--- src/rtl/lod_pkg.sv ---
package lod_pkg;

  // Carry formulation used to isolate the top set bit.
  typedef enum logic {
    FORM_ADD = 1'b0,  // mirror, invert, add one
    FORM_DEC = 1'b1   // mirror, subtract one
  } lodForm_e;

  // Bits needed to hold a position in a word of w bits.
  function automatic int idxBits(input int w);
    return (w <= 2) ? 1 : $clog2(w);
  endfunction

endpackage

--- src/rtl/lodScanPath.sv ---
module lodScanPath #(
  parameter int              WIDTH = 66,
  parameter lod_pkg::lodForm_e FORM = lod_pkg::FORM_ADD
) (
  input  logic [WIDTH-1:0] dataIn,
  output logic [WIDTH-1:0] oneHot,
  output logic [WIDTH-1:0] thermo,
  output logic             zero
);

  logic [WIDTH-1:0] revIn;
  logic [WIDTH-1:0] maskRev;
  logic [WIDTH-1:0] thermRev;

  // Mirror the word so its MSB sits where the carry enters.
  for (genvar i = 0; i < WIDTH; i++) begin : gMirrorIn
    assign revIn[i] = dataIn[WIDTH-1-i];
  end

  if (FORM == lod_pkg::FORM_ADD) begin : gAdd
    logic [WIDTH:0] sumExt;
    logic [WIDTH-1:0] sumLo;
    assign sumExt   = {1'b0, ~revIn} + (WIDTH+1)'(1);
    assign sumLo    = sumExt[WIDTH-1:0];
    assign maskRev  = revIn & sumLo;
    assign thermRev = ~(revIn ^ sumLo);
    assign zero     = sumExt[WIDTH];   // carry leaves only when the word is empty
  end else begin : gDec
    logic [WIDTH:0] diffExt;
    logic [WIDTH-1:0] diffLo;
    assign diffExt  = {1'b0, revIn} - (WIDTH+1)'(1);
    assign diffLo   = diffExt[WIDTH-1:0];
    assign maskRev  = revIn & ~diffLo;
    assign thermRev = revIn ^ diffLo;
    assign zero     = diffExt[WIDTH];  // borrow leaves only when the word is empty
  end

  // Mirror the results back into the caller's bit order.
  for (genvar i = 0; i < WIDTH; i++) begin : gMirrorOut
    assign oneHot[i] = maskRev[WIDTH-1-i];
    assign thermo[i] = thermRev[WIDTH-1-i];
  end

endmodule

--- src/rtl/lodIndexEnc.sv ---
module lodIndexEnc #(
  parameter int WIDTH = 66,
  parameter int IDXW  = lod_pkg::idxBits(WIDTH)
) (
  input  logic [WIDTH-1:0] oneHot,
  output logic [IDXW-1:0]  index
);

  // Each index bit is the OR of the mask bits whose position has it set.
  for (genvar j = 0; j < IDXW; j++) begin : gBit
    always_comb begin
      logic acc;
      acc = 1'b0;
      for (int i = 0; i < WIDTH; i++) begin
        if (((i >> j) & 1) == 1) acc = acc | oneHot[i];
      end
      index[j] = acc;
    end
  end

endmodule

--- src/rtl/lodOutStage.sv ---
module lodOutStage #(
  parameter int WIDTH   = 66,
  parameter int IDXW    = lod_pkg::idxBits(WIDTH),
  parameter bit REG_OUT = 1'b0
) (
  input  logic             clk,
  input  logic             rstN,
  input  logic [WIDTH-1:0] oneHotD,
  input  logic [WIDTH-1:0] thermoD,
  input  logic [IDXW-1:0]  indexD,
  input  logic             zeroD,
  output logic [WIDTH-1:0] oneHotQ,
  output logic [WIDTH-1:0] thermoQ,
  output logic [IDXW-1:0]  indexQ,
  output logic             zeroQ
);

  logic [WIDTH-1:0] oneHotR;
  logic [WIDTH-1:0] thermoR;
  logic [IDXW-1:0]  indexR;
  logic             zeroR;

  // Reset value is the result for an empty word.
  always_ff @(posedge clk or negedge rstN) begin
    if (!rstN) begin
      oneHotR <= '0;
      thermoR <= '1;
      indexR  <= '0;
      zeroR   <= 1'b1;
    end else begin
      oneHotR <= oneHotD;
      thermoR <= thermoD;
      indexR  <= indexD;
      zeroR   <= zeroD;
    end
  end

  if (REG_OUT) begin : gReg
    assign oneHotQ = oneHotR;
    assign thermoQ = thermoR;
    assign indexQ  = indexR;
    assign zeroQ   = zeroR;
  end else begin : gComb
    // The register is left unloaded here and is trimmed away.
    logic unusedRegs;
    assign unusedRegs = ^{oneHotR, thermoR, indexR, zeroR};
    assign oneHotQ = oneHotD;
    assign thermoQ = thermoD;
    assign indexQ  = indexD;
    assign zeroQ   = zeroD;
  end

endmodule

--- src/rtl/leadOneEncoder.sv ---
module leadOneEncoder #(
  parameter int                WIDTH   = 66,
  parameter lod_pkg::lodForm_e FORM    = lod_pkg::FORM_ADD,
  parameter bit                REG_OUT = 1'b0,
  localparam int               IDXW    = lod_pkg::idxBits(WIDTH)
) (
  input  logic             clk,
  input  logic             rstN,
  input  logic [WIDTH-1:0] dataIn,
  output logic [WIDTH-1:0] oneHot,
  output logic [WIDTH-1:0] thermo,
  output logic [IDXW-1:0]  index,
  output logic             zero
);

  logic [WIDTH-1:0] scanHot;
  logic [WIDTH-1:0] scanTherm;
  logic             scanZero;
  logic [IDXW-1:0]  scanIdx;

  lodScanPath #(.WIDTH(WIDTH), .FORM(FORM)) uScan (
    .dataIn (dataIn),
    .oneHot (scanHot),
    .thermo (scanTherm),
    .zero   (scanZero)
  );

  lodIndexEnc #(.WIDTH(WIDTH), .IDXW(IDXW)) uEnc (
    .oneHot (scanHot),
    .index  (scanIdx)
  );

  lodOutStage #(.WIDTH(WIDTH), .IDXW(IDXW), .REG_OUT(REG_OUT)) uOut (
    .clk     (clk),
    .rstN    (rstN),
    .oneHotD (scanHot),
    .thermoD (scanTherm),
    .indexD  (scanIdx),
    .zeroD   (scanZero),
    .oneHotQ (oneHot),
    .thermoQ (thermo),
    .indexQ  (index),
    .zeroQ   (zero)
  );

endmodule

--- config.mk ---
export PLATFORM = sky130hd
export DESIGN_NAME = leadOneEncoder
export DESIGN_NICKNAME = d
export VERILOG_FILES = /design/src/rtl/lod_pkg.sv /design/src/rtl/lodScanPath.sv /design/src/rtl/lodIndexEnc.sv /design/src/rtl/lodOutStage.sv /design/src/rtl/leadOneEncoder.sv
export SDC_FILE = /design/constraint.sdc
export NUM_CORES = 1
export LEC_CHECK = 0
export ABC_AREA = 0
export BUFFER_PORTS_ARGS = -buffer_cell sky130_fd_sc_hd__clkbuf_2
export CORE_UTILIZATION = 42
export DETAILED_ROUTE_END_ITERATION = 10
export GPL_ROUTABILITY_DRIVEN = 0
export PLACE_DENSITY = 0.88
export SLEW_MARGIN = 20
export SYNTH_ARGS = -nofsm -noshare
export SYNTH_HDL_FRONTEND = slang
export SYNTH_SLANG_ARGS = --single-unit
--- constraint.sdc ---
create_clock -name vclk -period 3
set_clock_uncertainty 0.05 [all_clocks]
set_input_delay 0 -clock vclk [all_inputs]
set_output_delay 0 -clock vclk [all_outputs]
set_load 0.01 [all_outputs]
After elaboration in Yosys (flattened, before gate mapping)

Index checks and enable logic that the tools add are counted.
Widths: inputs -> output; s select.

Output and inout bits: 140
Input port bits: 68
Logic and storage cells: 193
Flip-flop bits (word level): 0

Add/subtract/negate cells: 1
Bitwise logic cells: 192

Operator list:

| cell                  | number |
|---|---|
| $or 1x1->1            | 188 |
| $not 66->66           | 2 |
| $add 66x1->67 const B | 1 |
| $and 66x66->66        | 1 |
| $xor 66x66->66        | 1 |

Logic depth before layout (Yosys ltp)

Word-level depth: 35
Depth in mapped cells: 12
Depth with buffers taken out: 11

Hierarchy

From an unflattened synthesis, not the netlist that was laid out.

Cell total of the unflattened synthesis: 478
Area total of the unflattened synthesis: 3,754.9 um2

Modules (own cells, without submodules):

| module      | seq. area each (um2) | cells each | area an instance (um2) | instances |
|---|---|---|---|---|
| lodScanPath | 0.0                  | 279        | 2,318.5                | 1 |
| lodOutStage | 0.0                  | 140        | 1,051.0                | 1 |
| lodIndexEnc | 0.0                  | 59         | 385.4                  | 1 |

Worst setup path after synthesis

OpenSTA, ideal clock, no wires.

Path type: input-to-output
Start point: in dataIn[65]
End point: out index[5]
Path buffers: 1
Required time: 2,950 ps
Arrival time: 2,331 ps
Cell stages on the path: 11
Path slack: 619 ps
Path through: inv_1 -> ha_1 -> or3b_2 -> or2_2 -> or3_1 -> nor4_1 -> ha_1 -> nor4_1 -> and4_1 -> nand3b_1 -> buf_4

Elaborated cells between the ends (all ways): 34
Those cells by class: 1 x add/sub; 33 x bitwise

RTL lines:

| element                  | RTL line             | RTL |
|---|---|---|
| start: declaration       | leadOneEncoder.sv:9  | `input logic [WIDTH-1:0] dataIn,` |
| $not 66->66              | lodScanPath.sv:23    | `assign sumExt = {1'b0, ~revIn} + (WIDTH+1)'(1);` |
| $add 66x1->67            | lodScanPath.sv:23    |  |
| $and 66x66->66           | lodScanPath.sv:25    | `assign maskRev = revIn & sumLo;` |
| named net oneHot[45]     | leadOneEncoder.sv:10 | `output logic [WIDTH-1:0] oneHot,` |
| $or 1x1->1 (19 in a row) | lodIndexEnc.sv:15    | `if (((i >> j) & 1) == 1) acc = acc \| oneHot[i];` |
| end: declaration         | leadOneEncoder.sv:12 | `output logic [IDXW-1:0] index,` |

The timed path passes the listed nets, and every way through them passes these cells.

Worst setup path in the final report

Start point: in dataIn[65]
End point: out index[5]

Longest elaborated chain between the ends: 34

RTL lines:

| element                  | RTL line |
|---|---|
| $not 66->66 *            | lodScanPath.sv:23 |
| $add 66x1->67 *          | lodScanPath.sv:23 |
| $and 66x66->66 *         | lodScanPath.sv:25 |
| $or 1x1->1 (30 in a row) | lodIndexEnc.sv:15 |
| $or 1x1->1 *             | lodIndexEnc.sv:15 |

Every way passes the cells marked *; elsewhere a longest branch is shown, timed or not.

==> results by group <==
Synthesis
  – Synthesized net count: 463
  – Synthesis Warnings: 0
  – Syn_area_per_cell: 8.02 um2
  – Mapped Area: 0.00264 mm2
  – Area share of the largest cell type after synthesis: 31.3%
  – Mapped Cells: 329
  – Top cells by area, synth: ha_1 (31%), xor2_1 (21%), nor4_1 (9.5%), or4_1 (6.5%), nor3_1 (4.9%)
  – Synth cell types: 30
  – Register area share after synthesis: 0%
  – Post-synth top area cell: ha_1

GRT
  – Remaining Overflow, GRT: 0
  – Tot GR Track Use: 30.8%
  – First-pass GRT wire length: 15,900 um
  – Antenna violations before repair: 0
  – Largest net degree at the start of global routing: 13
  – Via count of the first global-routing pass: 3,415

Pwr
  – Leakage power: 2.14 nW
  – PwrDens: 107 mW/mm2
  – Worst vdd ir: 0.0000715 V

Layout
  – Most frequent cells in the layout: clkbuf_2 (205), ha_1 (66), xor2_1 (64)
  – Layout cells sized above 1: 43.7%
  – Final #Nets: 665
  – Sequential cells: 0
  – FF/Latch Area: 0 um2
  – Clock buffers: 0
  – Area Overhead vs Synth: 41.4%
  – Most common cell after layout, fill and taps aside: clkbuf_2
  – # diodes: 0
  – Area of the multi-input gates: 0.00253 mm2
  – Fillers: 536
  – Finished Cell Area: 0.00373 mm2

Setup path
  – Worst path required time: 2.95 ns
  – CP max-delay cell: or3b_2
  – CP max FO: 5
  – Buf+Inv Stages, Crit Path: 3
  – Critical path arrival: 2.79 ns
  – Kind of critical path: in2out
  – Delay-heaviest family, CP: simple AND/OR/NAND/NOR gates
  – Crit-path cells: clkbuf_2, inv_1, ha_1, or3b_2, or2_2, or3_1, nor4_1, ha_1, nor4_1, and4_1, nand3b_1, clkbuf_2
  – Worst Setup Start Kind: primary input
  – Worst path max stage delay: 0.54 ns
  – CP Capture Type: output port

Place
  – Number of port buffers: 205
  – HPWL Detailed: 9560 um
  – Place WS: 0.177 ns
  – Placed inst area: 0.00373 mm2

Timing
  – Final worst slack: 0.158 ns
  – Tmin final: 2.84 ns
  – Final worst-path cycle share: 94.7%
  – Slew Viols, Final: 0
  – Unrepaired setup endpoints after global routing: no
  – Setup TNS: 0 ns
  – Setup Viol. Count Final: 0
  – Final Hold Vio Count: 0
  – FMAX: 352 MHz

Clock tree
  – Post-CTS Setup Inserts: 0
  – Post-CTS resize count: 0
  – Hold buffers post-CTS: 0

Floorplanning
  – # rows: 28
  – Placeable core area: 0.00599 mm2
  – Die area: 0.00660 mm2
  – Die width: 81.3 um
  – Initial Util: 44.0%
  – I/O pins: 208
  – Die height: 81.3 um

Drt
  – Via density: 6.09
  – First-iteration detailed-routing DRC count: 248
  – Total wire length: 10,900 um
  – Per-cell routed wire length: 18.0 um
  – Post-route DRC: 0
  – DRT Pass-1 Iters: 5
  – Via count: 3,680
  – Post-DRT Antenna Nets: 0

Min path
  – Hold Path Stages: 2
  – Worst Hold End: oneHot[65]
  – Hold Crit Class: in2out
  – Min-delay src: dataIn[65]

Run status
  – Outcome: finished clean

Flow run
  – Max_cap viols: 0
==> power by group <==
group | switching (mW) | internal, mW
clock | 0 | 0
combinational | 0.230 | 0.168
sequential | 0 | 0
total | 0.230 | 0.168
==> layer usage <==
metal | global-route usage [%] | up-vias | wire (um)
met5 | 0 | - | 0
met4 | 9.64 | 0 | 306
met3 | 2.58 | 35 | 847
met2 | 55.8 | 241 | 5450
met1 | 37.7 | 1717 | 4280
li1 | - | 1687 | -
==> Yosys cell counts <==
cell type  count
nand3_2        1
nand2b_1       2
buf_4          9
nor4_2         6
or3_1         14
xnor2_1        1
or3_4          1
nor3_1        26
or2_2          1
nand3b_1       2
conb_1         1
inv_1          9
nand2_1        5
or4_4          6
or3b_2         1
nor4_1        40
nor4_4         1
nand3b_2       1
nand4_1        9
ha_1          66
xor2_1        64
nand3_1        5
nor2_1        26
nor2b_1        1
and4_1         2
nor3_2         1
nor4bb_1       1
or4_1         23
and2_1         1
clkbuf_1       3
==> cell families after synthesis <==
group / after synthesis / share of synthesized area [%]
buffers and inverters: 21 / 4.27
AND/OR/NAND/NOR: 176 / 42.7
adder cells (fa/ha/maj): 66 / 31.3
XOR/XNOR: 65 / 21.6
other: 1 / 0.142
==> worst max-delay path by stage <==
stage | start | to | slack, ns | depth (start not counted)
finish | dataIn[65] | index[5] | 0.16 | 12
global route | dataIn[65] | index[5] | 0.04 | 12
CTS | dataIn[65] | index[5] | 0.18 | 12
detailed placement | dataIn[65] | index[5] | 0.18 | 12
global placement | dataIn[65] | index[5] | 0.26 | 12
floorplan | dataIn[65] | index[5] | 0.62 | 11
==> final cells by class <==
| class | instances | area share [%] |
|---|---|---|
| multi-input combinational | 308 | 67.7 |
| tap | 75 | 2.51 |
| timing repair buffer | 212 | 28.9 |
| inverter | 9 | 0.905 |
==> metrics by stage <==
step           hold WS, ns  power, mW  instances  utilization (%)
2_1_floorplan       0.0260      0.194        329                -
3_3_place_gp         0.220      0.384        604             62.3
3_5_place_dp         0.229      0.395        604             62.3
4_1_cts              0.229      0.397        604             62.3
5_1_grt              0.253      0.434        604             62.3
6_report             0.227      0.398        604             62.3
Power figures use the tool's default switching activity.
